`config.mk`:
```
export PLATFORM = sky130hd
export DESIGN_NAME = pwmfd_top
export DESIGN_NICKNAME = d
export VERILOG_FILES = /design/src/rtl/pwmfd_pkg.sv /design/src/rtl/pwmfd_regs.sv /design/src/rtl/pwmfd_tick.sv /design/src/rtl/pwmfd_timebase.sv /design/src/rtl/pwmfd_outgen.sv /design/src/rtl/pwmfd_top.sv
export SDC_FILE = /design/constraint.sdc
export NUM_CORES = 1
export LEC_CHECK = 0
export BUFFER_PORTS_ARGS = -buffer_cell sky130_fd_sc_hd__buf_2
export CAP_MARGIN = 20
export CORE_UTILIZATION = 55
export DETAILED_ROUTE_END_ITERATION = 6
export PLACE_DENSITY = 0.74
export SLEW_MARGIN = 15
export SYNTH_ARGS = -nofsm -noshare
export SYNTH_HDL_FRONTEND = slang
export SYNTH_SLANG_ARGS = --single-unit
```
`constraint.sdc`:
```
create_clock -name clk -period 2.3 [get_ports clk]
set_input_delay 0.345 -clock clk [delete_from_list [all_inputs] [get_ports clk]]
set_output_delay 0.345 -clock clk [all_outputs]
set_load 0.005 [all_outputs]
```
`src/rtl/pwmfd_pkg.sv`:
```
package pwmfd_pkg;

   localparam logic [2:0] MODE_OFF     = 3'b000;
   localparam logic [2:0] MODE_ONESHOT = 3'b001;
   localparam logic [2:0] MODE_PWM     = 3'b110;
   localparam logic [2:0] MODE_PWM_ALT = 3'b111;

   localparam logic [1:0] ADDR_CTRL = 2'd0;
   localparam logic [1:0] ADDR_PER  = 2'd1;
   localparam logic [1:0] ADDR_DUTY = 2'd2;

   localparam int CTRL_MODE_LSB = 0;
   localparam int CTRL_PSEL_LSB = 4;
   localparam int CTRL_FINE_LSB = 8;

   typedef enum logic [1:0] {
      RUN_IDLE    = 2'd0,
      RUN_ONESHOT = 2'd1,
      RUN_PWM     = 2'd2
   } run_e;

   function automatic run_e decode_mode(input logic [2:0] m);
      run_e r;
      case (m)
         MODE_ONESHOT:           r = RUN_ONESHOT;
         MODE_PWM, MODE_PWM_ALT: r = RUN_PWM;
         default:                r = RUN_IDLE;
      endcase
      return r;
   endfunction

endpackage

```
`src/rtl/pwmfd_regs.sv`:
```
module pwmfd_regs
   import pwmfd_pkg::*;
#(
   parameter int TMR_W  = 16,
   parameter int FINE_W = 2
) (
   input  logic              clk,
   input  logic              rst_n,
   input  logic              wr_en,
   input  logic [1:0]        wr_addr,
   input  logic [TMR_W-1:0]  wr_data,
   output logic [2:0]        mode_o,
   output logic [1:0]        psel_o,
   output logic [FINE_W-1:0] fine_o,
   output logic [TMR_W-1:0]  per_o,
   output logic [TMR_W-1:0]  duty_o
);

   logic [2:0]        mode_q;
   logic [1:0]        psel_q;
   logic [FINE_W-1:0] fine_q;
   logic [TMR_W-1:0]  per_q;
   logic [TMR_W-1:0]  duty_q;

   always_ff @(posedge clk or negedge rst_n) begin
      if (!rst_n) begin
         mode_q <= MODE_OFF;
         psel_q <= '0;
         fine_q <= '0;
         per_q  <= '0;
         duty_q <= '0;
      end else if (wr_en) begin
         case (wr_addr)
            ADDR_CTRL: begin
               mode_q <= wr_data[CTRL_MODE_LSB +: 3];
               psel_q <= wr_data[CTRL_PSEL_LSB +: 2];
               fine_q <= wr_data[CTRL_FINE_LSB +: FINE_W];
            end
            ADDR_PER:  per_q  <= wr_data;
            ADDR_DUTY: duty_q <= wr_data;
            default: ;
         endcase
      end
   end

   assign mode_o = mode_q;
   assign psel_o = psel_q;
   assign fine_o = fine_q;
   assign per_o  = per_q;
   assign duty_o = duty_q;

endmodule

```
`src/rtl/pwmfd_tick.sv`:
```
module pwmfd_tick #(
   parameter int TICK_W   = 2,
   parameter bit PRESC_EN = 1'b1,
   parameter int PRE_L1   = 3,
   parameter int PRE_L2   = 6,
   parameter int PRE_L3   = 8
) (
   input  logic              clk,
   input  logic              rst_n,
   input  logic              run,
   input  logic [1:0]        psel,
   output logic [TICK_W-1:0] ph_o,
   output logic              first_cyc_o,
   output logic              adv_o
);

   localparam logic [TICK_W-1:0] PH_LAST = '1;

   logic [TICK_W-1:0] ph_q;
   logic              cyc_end;

   always_ff @(posedge clk or negedge rst_n) begin
      if (!rst_n)    ph_q <= '0;
      else if (!run) ph_q <= '0;
      else           ph_q <= ph_q + 1'b1;
   end

   assign cyc_end = run && (ph_q == PH_LAST);
   assign ph_o    = ph_q;

   generate
      if (PRESC_EN) begin : g_presc
         localparam int PC_W = PRE_L3;
         logic [PC_W-1:0] pc_q;
         logic [PC_W-1:0] lim;

         always_comb begin
            case (psel)
               2'd0:    lim = '0;
               2'd1:    lim = PC_W'((1 << PRE_L1) - 1);
               2'd2:    lim = PC_W'((1 << PRE_L2) - 1);
               default: lim = PC_W'((1 << PRE_L3) - 1);
            endcase
         end

         always_ff @(posedge clk or negedge rst_n) begin
            if (!rst_n)       pc_q <= '0;
            else if (!run)    pc_q <= '0;
            else if (cyc_end) pc_q <= (pc_q >= lim) ? '0 : pc_q + 1'b1;
         end

         assign adv_o       = cyc_end && (pc_q >= lim);
         assign first_cyc_o = (pc_q == '0);
      end else begin : g_nopresc
         assign adv_o       = cyc_end;
         assign first_cyc_o = 1'b1;
      end
   endgenerate

endmodule

```
`src/rtl/pwmfd_timebase.sv`:
```
module pwmfd_timebase #(
   parameter int TMR_W  = 16,
   parameter int FINE_W = 2
) (
   input  logic              clk,
   input  logic              rst_n,
   input  logic              run,
   input  logic              adv,
   input  logic [TMR_W-1:0]  per_buf,
   input  logic [TMR_W-1:0]  duty_buf,
   input  logic [FINE_W-1:0] fine_buf,
   output logic [TMR_W-1:0]  tmr_o,
   output logic [TMR_W-1:0]  per_act_o,
   output logic [TMR_W-1:0]  duty_act_o,
   output logic [FINE_W-1:0] fine_act_o,
   output logic              wrap_o
);

   logic [TMR_W-1:0]  tmr_q;
   logic [TMR_W-1:0]  per_act;
   logic [TMR_W-1:0]  duty_act;
   logic [FINE_W-1:0] fine_act;
   logic              at_end;

   assign at_end = (tmr_q == per_act);

   always_ff @(posedge clk or negedge rst_n) begin
      if (!rst_n) begin
         tmr_q    <= '0;
         per_act  <= '0;
         duty_act <= '0;
         fine_act <= '0;
      end else if (!run) begin
         tmr_q    <= '0;
         per_act  <= per_buf;
         duty_act <= duty_buf;
         fine_act <= fine_buf;
      end else if (adv) begin
         if (at_end) begin
            tmr_q    <= '0;
            per_act  <= per_buf;
            duty_act <= duty_buf;
            fine_act <= fine_buf;
         end else begin
            tmr_q <= tmr_q + 1'b1;
         end
      end
   end

   assign tmr_o      = tmr_q;
   assign per_act_o  = per_act;
   assign duty_act_o = duty_act;
   assign fine_act_o = fine_act;
   assign wrap_o     = run && adv && at_end;

endmodule

```
`src/rtl/pwmfd_outgen.sv`:
```
module pwmfd_outgen
   import pwmfd_pkg::*;
#(
   parameter int TMR_W      = 16,
   parameter int FINE_W     = 2,
   parameter bit ONESHOT_EN = 1'b1
) (
   input  logic              clk,
   input  logic              rst_n,
   input  run_e              run_mode,
   input  logic [TMR_W-1:0]  tmr,
   input  logic [TMR_W-1:0]  duty_act,
   input  logic [FINE_W-1:0] fine_act,
   input  logic [FINE_W-1:0] ph,
   input  logic              first_cyc,
   output logic              pwm_o
);

   logic hit;
   logic tail;
   logic pwm_nxt;
   logic pwm_q;
   logic shot_nxt;

   assign hit  = (tmr == duty_act);
   assign tail = (duty_act != '0) && hit && first_cyc && (ph < fine_act);

   generate
      if (ONESHOT_EN) begin : g_oneshot
         logic done_q;
         always_ff @(posedge clk or negedge rst_n) begin
            if (!rst_n)                        done_q <= 1'b0;
            else if (run_mode == RUN_ONESHOT)  done_q <= done_q | hit;
            else                               done_q <= 1'b0;
         end
         assign shot_nxt = !(done_q || hit);
      end else begin : g_no_oneshot
         assign shot_nxt = 1'b0;
      end
   endgenerate

   always_comb begin
      case (run_mode)
         RUN_PWM:     pwm_nxt = (tmr < duty_act) || tail;
         RUN_ONESHOT: pwm_nxt = shot_nxt;
         default:     pwm_nxt = 1'b0;
      endcase
   end

   always_ff @(posedge clk or negedge rst_n) begin
      if (!rst_n) pwm_q <= 1'b0;
      else        pwm_q <= pwm_nxt;
   end

   assign pwm_o = pwm_q;

endmodule

```
`src/rtl/pwmfd_top.sv`:
```
module pwmfd_top
   import pwmfd_pkg::*;
#(
   parameter int TMR_W      = 16,
   parameter int TICK_W     = 2,
   parameter bit PRESC_EN   = 1'b1,
   parameter int PRE_L1     = 3,
   parameter int PRE_L2     = 6,
   parameter int PRE_L3     = 8,
   parameter bit ONESHOT_EN = 1'b1
) (
   input  logic             clk,
   input  logic             rst_n,
   input  logic             wr_en,
   input  logic [1:0]       wr_addr,
   input  logic [TMR_W-1:0] wr_data,
   output logic             pwm_o
);

   localparam int FINE_W = TICK_W;

   generate
      if (TICK_W < 1) begin : g_bad_tick
         $error("pwmfd_top: TICK_W must be at least 1");
      end
      if (TMR_W < CTRL_FINE_LSB + FINE_W) begin : g_bad_width
         $error("pwmfd_top: TMR_W too narrow for the control word");
      end
      if (PRE_L1 < 1 || PRE_L1 >= PRE_L2 || PRE_L2 >= PRE_L3) begin : g_bad_presc
         $error("pwmfd_top: prescale exponents must rise strictly");
      end
   endgenerate

   logic [2:0]        mode_q;
   logic [1:0]        psel;
   logic [FINE_W-1:0] fine_buf;
   logic [TMR_W-1:0]  per_buf;
   logic [TMR_W-1:0]  duty_buf;
   run_e              run_mode;
   logic              run;
   logic [TICK_W-1:0] ph;
   logic              first_cyc;
   logic              adv;
   logic [TMR_W-1:0]  tmr;
   logic [TMR_W-1:0]  per_act;
   logic [TMR_W-1:0]  duty_act;
   logic [FINE_W-1:0] fine_act;
   logic              wrap;

   assign run_mode = decode_mode(mode_q);
   assign run      = (run_mode != RUN_IDLE);

   pwmfd_regs #(.TMR_W(TMR_W), .FINE_W(FINE_W)) u_regs (
      .clk     (clk),
      .rst_n   (rst_n),
      .wr_en   (wr_en),
      .wr_addr (wr_addr),
      .wr_data (wr_data),
      .mode_o  (mode_q),
      .psel_o  (psel),
      .fine_o  (fine_buf),
      .per_o   (per_buf),
      .duty_o  (duty_buf)
   );

   pwmfd_tick #(
      .TICK_W   (TICK_W),
      .PRESC_EN (PRESC_EN),
      .PRE_L1   (PRE_L1),
      .PRE_L2   (PRE_L2),
      .PRE_L3   (PRE_L3)
   ) u_tick (
      .clk         (clk),
      .rst_n       (rst_n),
      .run         (run),
      .psel        (psel),
      .ph_o        (ph),
      .first_cyc_o (first_cyc),
      .adv_o       (adv)
   );

   pwmfd_timebase #(.TMR_W(TMR_W), .FINE_W(FINE_W)) u_tb (
      .clk        (clk),
      .rst_n      (rst_n),
      .run        (run),
      .adv        (adv),
      .per_buf    (per_buf),
      .duty_buf   (duty_buf),
      .fine_buf   (fine_buf),
      .tmr_o      (tmr),
      .per_act_o  (per_act),
      .duty_act_o (duty_act),
      .fine_act_o (fine_act),
      .wrap_o     (wrap)
   );

   pwmfd_outgen #(
      .TMR_W      (TMR_W),
      .FINE_W     (FINE_W),
      .ONESHOT_EN (ONESHOT_EN)
   ) u_out (
      .clk       (clk),
      .rst_n     (rst_n),
      .run_mode  (run_mode),
      .tmr       (tmr),
      .duty_act  (duty_act),
      .fine_act  (fine_act),
      .ph        (ph),
      .first_cyc (first_cyc),
      .pwm_o     (pwm_o)
   );

endmodule

```
==> results of run 1 <==
-- layout make-up --
cell class              instances  area share
clock buffers                  10      0.0223
clock inverters                 6      0.0110
inverters                      24      0.0146
multi-input cells             276       0.426
flip-flops and latches        101       0.410
well taps                     108      0.0219
repair buffers                 65      0.0940
-- through the flow --
stage          instances  setup slack [ns]  setup TNS (ns)
6_report             590            -0.143           -2.86
5_1_grt              590            -0.228           -8.19
4_1_cts              586           -0.0615           -1.06
3_5_place_dp         559           -0.0851           -2.36
3_3_place_gp         559           0.00366               0
2_1_floorplan        412         0.0000420               0
-- state kept, by name (all words and copies together), names as in the netlist, 2 cells and up --
signal,count
u_tb.duty_act_o,16
u_regs.fine_o,2
u_regs.mode_o,3
u_regs.per_o,16
u_tb.fine_act_o,2
u_tb.tmr_o,16
u_regs.psel_o,2
u_tick.g_presc.pc_q,8
u_regs.duty_o,16
u_tb.per_act_o,16
u_tick.ph_o,2
-- power groups by stage --
stage,combinational [mW],clock [mW],sequential (mW)
final,1.46,1.16,2.46
after detailed placement,1.00,0,2.47
after global routing,1.58,1.24,2.50
after global placement,0.949,0,2.45
after floorplan,0.769,0,2.35
after CTS,1.15,1.17,2.43
-- cells by family (layout without fill, tap and decap cells) --
kind of cell | after synthesis | in the layout | synth area share
flops | 101 | 101 | 0.501
simple gates | 87 | 87 | 0.104
mux | 74 | 74 | 0.165
compound gates | 64 | 64 | 0.0895
buf+inv | 35 | 105 | 0.0322
fa+ha+maj | 27 | 27 | 0.0669
xor+xnor | 24 | 24 | 0.0416
-- cell usage in the layout, fill, tap and decap left out, types with 4 or more instances in the layout --
cell type  Yosys  layout
dfrtp_1      101     101
mux2_4         0      33
buf_4          2      30
ha_1          27      26
inv_1         24      24
mux2_2        21      21
mux2_1        53      20
buf_2          1      20
xnor2_1       18      18
nor2_1        17      16
a21oi_1       14      11
nand4_1       10      10
clkbuf_8       0      10
and3_1         9       9
nand2_1        7       7
nand3_1        7       7
o21ai_1        8       7
buf_6          3       7
nor4_1         6       6
a31oi_1        7       6
xor2_1         6       6
a21o_1         5       4
o21a_1         4       4
o211ai_1       4       4
nand2b_1       4       4
-- critical path: stages (launching register included) --
cell	delay [ns]
dfrtp_1	0.42
buf_6	0.13
nor2_4	0.11
ha_1	0.23
or2_1	0.21
o221ai_2	0.24
a31oi_4	0.13
a21o_4	0.27
buf_12	0.15
clkbuf_16	0.15
mux2_4	0.30
-- repair_timing --
item,in CTS,in global routing
setup endpoints to repair,46,57
pin swaps,7,22
hold buffers,1,0
setup buffers,8,3
gates cloned,2,2
hold endpoints to repair,46,0
resized for setup,8,58
-- worst max path at each step --
stage,start,end,slack [ns],cells past startpoint
finish,u_regs.psel_o[1],u_tb.per_act_o[4],-0.14,10
floorplan,u_regs.psel_o[1],u_tb.duty_act_o[15],0.00004,9
detailed placement,u_regs.psel_o[0],u_tb.duty_act_o[13],-0.09,9
global route,u_regs.psel_o[1],u_tick.g_presc.pc_q[2],-0.23,11
CTS,u_regs.psel_o[1],u_tb.per_act_o[4],-0.06,10
global placement,u_regs.psel_o[0],u_tb.duty_act_o[11],0.004,9
-- per-layer routing --
layer | vias up | global-route usage
li1 | 1639 | -
met1 | 1811 | 0.334
met2 | 87 | 0.397
met3 | 22 | 0.0494
met4 | 0 | 0.0723
met5 | - | 0
==> key figures, run 1 <==
Outcome
  • Status: finished, violations left
  • Failing checks: setup timing

Synth
  • Post-synth top cells: dfrtp_1 (101), mux2_1 (53), ha_1 (27), inv_1 (24), mux2_2 (21)
  • Post-synth EDFFs: 0
  • Count leader, synth: dfrtp_1
  • Syn Area/Cell: 12.3 µm²
  • Dominant cell type by area after synthesis: dfrtp_1
  • Synthesized Nets: 460
  • Post-synthesis sequential area ratio: 0.501
  • Area contributors post-synth: dfrtp_1 (50%), mux2_1 (12%), ha_1 (6.7%)
  • Synthesized netlist cell count: 412
  • FFs w/ async S/R, synth: 1.00
  • Ys flop type: dfrtp_1
  • YS warnings: 0
  • Count of cell types in the netlist: 56
  • Cell Area, Synth: 5050 µm²
  • Seq cells post-synth: just over 100
  • Synth top area share: 0.501

STA
  • Hold WS: 0.178 ns
  • Fin worst setup slack: -0.143 ns
  • Worst Tran Pin Value: ~0.62 ns
  • Fin. max-slew vios: 0
  • Period utilization: 1.06
  • RSZ-0062 raised after global routing: true
  • Setup Skew: between 0.015 and 0.02 ns
  • Final Hold Fails: 0
  • FMAX: about 400 MHz
  • Max_slew headroom: 0.588
  • Final Critical Period: approximately 2.4 ns
  • Final Setup Violations: between 40 and 50

Drt
  • Vias: 3559
  • Routed wire length: between 10 and 15 mm
  • Top routing layer in use: met4
  • Met2 Wirelength: 5.66 mm
  • Initial DRC count: around 200
  • Post-route ant nets: 0
  • WL met1: about 5.3 mm
  • DR WL/cell: approximately 20 µm
  • Vias per cell: around 6.0
  • Residual DRC: 0
  • Drt first pass iters: 5
  • Routed wl met3: approximately 420 µm

Clock network
  • CTS tree: yes
  • H-tree depth: 3
  • Num Clock Sinks: approximately 100
  • Worst skew pair latency: just under 0.4 ns
  • Clock tree buffer depth: 2
  • Clock transition at path regs: 0.11 ns
  • Total CTS buffers: 9
  • Root Driver: clkbuf_8

Setup path
  • WS Path Type: reg2reg
  • Reg2Reg Capture Point: u_tb.per_act_o[4]
  • Arr. time, crit path: ~2.7 ns
  • Worst EP required: 2.57 ns
  • CP startpoint kind: register
  • Reg-to-reg startpoint: u_regs.psel_o[1]
  • Worst setup EP type: register
  • Max Fanout on Critical Path: 4
  • R2r worst-path depth: 10
  • Reg2Reg Setup Slack: -0.14 ns

Floorplanning
  • Core region area: about 9000 µm²
  • Die area: around 9600 µm²
  • Die height: about 100 µm
  • Io pins: 22
  • Initial core utilization: 0.573
  • Num rows: 34
  • Die W: approximately 98 µm

Placed design
  • PortBufs: 21
  • Placer Congestion: roughly 0.86
  • Post-DP HPWL: 7.43 mm
  • Area after DPL: roughly 5500 µm²

Final layout
  • Fin util: 0.700
  • Footprint of the multi-input gates: ~2600 µm²
  • Share of cells above drive strength 1: 0.334
  • Fillers: 584
  • Diode count: 0
  • Final instance area: 6160 µm²
  • Synth-to-Final Area Change: 22.1%
  • Register area: about 2500 µm²
  • Nets: between 500 and 600

Global routing
  • Total track usage: 0.244
  • Vias in the first global route: between 3000 and 4000
  • Maximum number of pins on one net before global-route repair: 49
  • Total gr overflow: 0
  • First-pass GRT wire length: between 15 and 20 mm
  • Initial antenna violation count: 0

Run
  • Max Cap Violations: 0

Power and ir drop
  • Sw Pwr: ~1.6 mW
  • Max IR drop VDD: ~0.68 mV
  • Leakage power: approximately 2.8 nW
  • Sequential share of power: 0.485
  • Combinational power share: 0.287
  • Switching power share of the total: 0.319
  • PD cells: between 800 and 900 nW/µm²
  • Clock share of power: 0.228
  • Total power: 5.08 mW
  • Internal power: ~3.5 mW

Worst hold path
  • Worst hold path depth: 2
  • Hold WC Path Type: in2reg
  • Hold EP: u_regs.duty_o[11]
  • Critical hold path startpoint: wr_data[11]
No activity file was read; power rests on OpenSTA's default activity.
==> inputs of run 2 (changes only) <==
PLACE_DENSITY = 0.87   (was 0.74)
SLEW_MARGIN = unset   (was 15)
==> run 2 against run 1 <==
  * The run still ends with setup timing left
  * Sequential share of layout area rose by 0.17 points
  * Clock skew is 0.0019 ns higher
  * Maximum frequency down 0.52%
  * Register-to-register slack about the same
  * Cell area is 0.32% lower
  * First-iteration DRC count is 65% higher
  * Critical path depth shrank 1
  * Sequential power is 2% higher
  * Critical path type unchanged
  * Critical endpoint is now u_tb.duty_act_o[11]
  * Largest cell class unchanged
  * Largest power group unchanged
==> key figures, run 2 (synthesis gave the netlist of run 1 again) <==
Outcome
  • Status: finished, violations left
  • Failing checks: setup timing

STA
  • Worst Tran Pin Value: 0.752 ns (+0.134 ns)
  • Final Setup Violations: 51 (+21%)
  • Fin worst setup slack: -0.156 ns (-0.0129 ns)
  • RSZ-0062 raised after global routing: true
  • Max_slew headroom: 0.494 (-0.0940)
  • Final Critical Period: 2.46 ns (+0.0129 ns)
  • Setup Skew: 0.0187 ns (+0.00191 ns)
  • Final Hold Fails: 0 (unchanged)
  • FMAX: 407 MHz (-0.52%)
  • Setup TNS Final: -5.36 ns (-2.51 ns)
  • Fin. max-slew vios: 0 (unchanged)
  • Period utilization: 1.07 (+0.00560)

Drt
  • Vias per cell: 6.62 (+9.8%)
  • DR WL/cell: 23.7 µm (+21%)
  • Post-route ant nets: 0 (unchanged)
  • Initial DRC count: 326 (+65%)
  • Residual DRC: 0 (unchanged)
  • Vias: 3926 (+10%)
  • Routed wire length: 14.0 mm (+22%)
  • Drt first pass iters: 5 (unchanged)

Clock network
  • Worst skew pair latency: 0.39 ns (about the same)
  • CTS tree: yes
  • Total CTS buffers: 9 (unchanged)
  • Num Clock Sinks: 101 (unchanged)
  • H-tree depth: 3 (unchanged)
  • Clock tree buffer depth: 2 (unchanged)
  • Clock transition at path regs: 0.11 ns (about the same)
  • Root Driver: clkbuf_8

Global routing
  • Initial antenna violation count: 0 (unchanged)
  • Total gr overflow: 0 (unchanged)
  • Maximum number of pins on one net before global-route repair: 51 (+4.1%)
  • Total track usage: 0.296 (+0.0515)
  • Vias in the first global route: 3981 (+13%)
  • First-pass GRT wire length: 21.3 mm (+18%)

Floorplanning
  • Die area: 9560 µm² (unchanged)
  • Num rows: 34 (unchanged)
  • Die W: 97.8 µm (unchanged)
  • Initial core utilization: 0.573 (unchanged)
  • Die height: 97.8 µm (unchanged)
  • Core region area: 8810 µm² (unchanged)
  • Io pins: 22 (unchanged)

Final layout
  • Share of cells above drive strength 1: 0.348 (+0.0144)
  • Most frequent cells in the layout: dfrtp_1 (99), buf_4 (36), mux2_4 (34)
  • Synth-to-Final Area Change: 21.7%
  • Diode count: 0 (unchanged)
  • Most common cell after layout, fill and taps aside: dfrtp_1
  • Nets: 528 (+0.57%)
  • Non-Filler Instances: 593 (+0.51%)

Worst hold path
  • Worst hold path depth: 2 (unchanged)
  • Hold WC Path Type: in2reg
  • Critical hold path startpoint: wr_data[11]
  • Hold EP: u_regs.duty_o[11]

Setup path
  • Worst EP required: 2.57 ns (about the same)
  • Worst setup EP type: register
  • CP startpoint kind: register
  • Arr. time, crit path: 2.73 ns (about the same)
  • Reg2Reg Setup Slack: -0.16 ns (about the same)
  • WS Path Type: reg2reg
  • Max Fanout on Critical Path: 12 (+8)
  • R2r worst-path depth: 9 (-1)
  • Reg2Reg Capture Point: u_tb.duty_act_o[11]
  • Reg-to-reg startpoint: u_regs.psel_o[1]

Run
  • Max Cap Violations: 0 (unchanged)

Placed design
  • Placer Congestion: 0.851 (-1.4%)
  • PortBufs: 21 (unchanged)
  • Post-DP HPWL: 7.82 mm (+5.3%)
  • Placed insts: 561 (+0.36%)

Power and ir drop
  • Max IR drop VDD: 0.536 mV (-21%)
  • Leakage power: 2.85 nW (+0.40%)
  • PD cells: 844 nW/µm² (+2.5%)
## run 2: changes by cell type in the layout (fill, tap and decap cells not counted), sizes merged
cell,delta
clkinv,-1
inv,+2
clkbuf,-2
buf,+4
## run 2: through the flow
stage,utilization,hold slack [ns],setup WS (ns),power [mW],cell area (µm²)
3_3_place_gp,0.622,0.293,-0.0306,3.40,5480
2_1_floorplan,-,0.0494,0.0000420,3.12,5050
6_report,0.698,0.179,-0.156,5.19,6140
3_5_place_dp,0.622,0.303,-0.133,3.50,5480
5_1_grt,0.698,0.186,-0.165,5.36,6140
4_1_cts,0.680,0.181,-0.0600,4.88,5990
## run 2: layer usage
| metal | track usage | share of wire |
|---|---|---|
| met1 | 0.348 | 0.37 |
| met2 | 0.508 | 0.50 |
| met3 | 0.0465 | 0.066 |
| met4 | 0.188 | 0.069 |
| met5 | 0 | 0 |
## run 2: what timing repair did
action,4_1_cts,5_1_grt
pin swaps,17,12
hold buffers,1,0
hold endpoints to repair,30,0
gates cloned,1,1
endpoints found under the setup margin,48,58
gates resized for setup,46,29
buffers inserted,10,3
## run 2: worst max path at each step
stage,startpoint,to,slack [ns],cells past startpoint
finish,u_regs.psel_o[1],u_tb.duty_act_o[11],-0.16,9
global route,u_regs.psel_o[1],u_tb.duty_act_o[9],-0.16,9
CTS,u_regs.psel_o[1],u_tb.tmr_o[12],-0.06,8
detailed placement,u_regs.psel_o[1],u_tb.duty_act_o[12],-0.13,9
global placement,u_regs.psel_o[1],u_tb.per_act_o[10],-0.03,9
floorplan,u_regs.psel_o[1],u_tb.duty_act_o[15],0.00004,9
## run 2: report_power, final
group	switching, mW	leakage (nW)	internal [mW]
Combinational	0.694	1.50	0.836
Clock	0.725	0.101	0.430
Sequential	0.354	1.25	2.15
Total	1.77	2.85	3.41
## run 2: critical path, cell delays in order, from the launching register on
cell and delay, ns:
dfrtp_2 0.48, inv_2 0.13, ha_4 0.23, a211oi_4 0.31, o21ba_4 0.19, buf_4 0.14
a31oi_4 0.10, a21o_4 0.28, buf_12 0.17, mux2_4 0.30
## run 2: area by class of cell
type | instances | area [µm²]
Fill cell | 506 | 2660
Clock buffer | 9 | 124
Timing Repair Buffer | 68 | 556
Sequential cell | 101 | 2530
Tap cell | 108 | 135
Inverter | 24 | 90.1
Clock inverter | 7 | 73.8
Multi-Input combinational cell | 276 | 2640
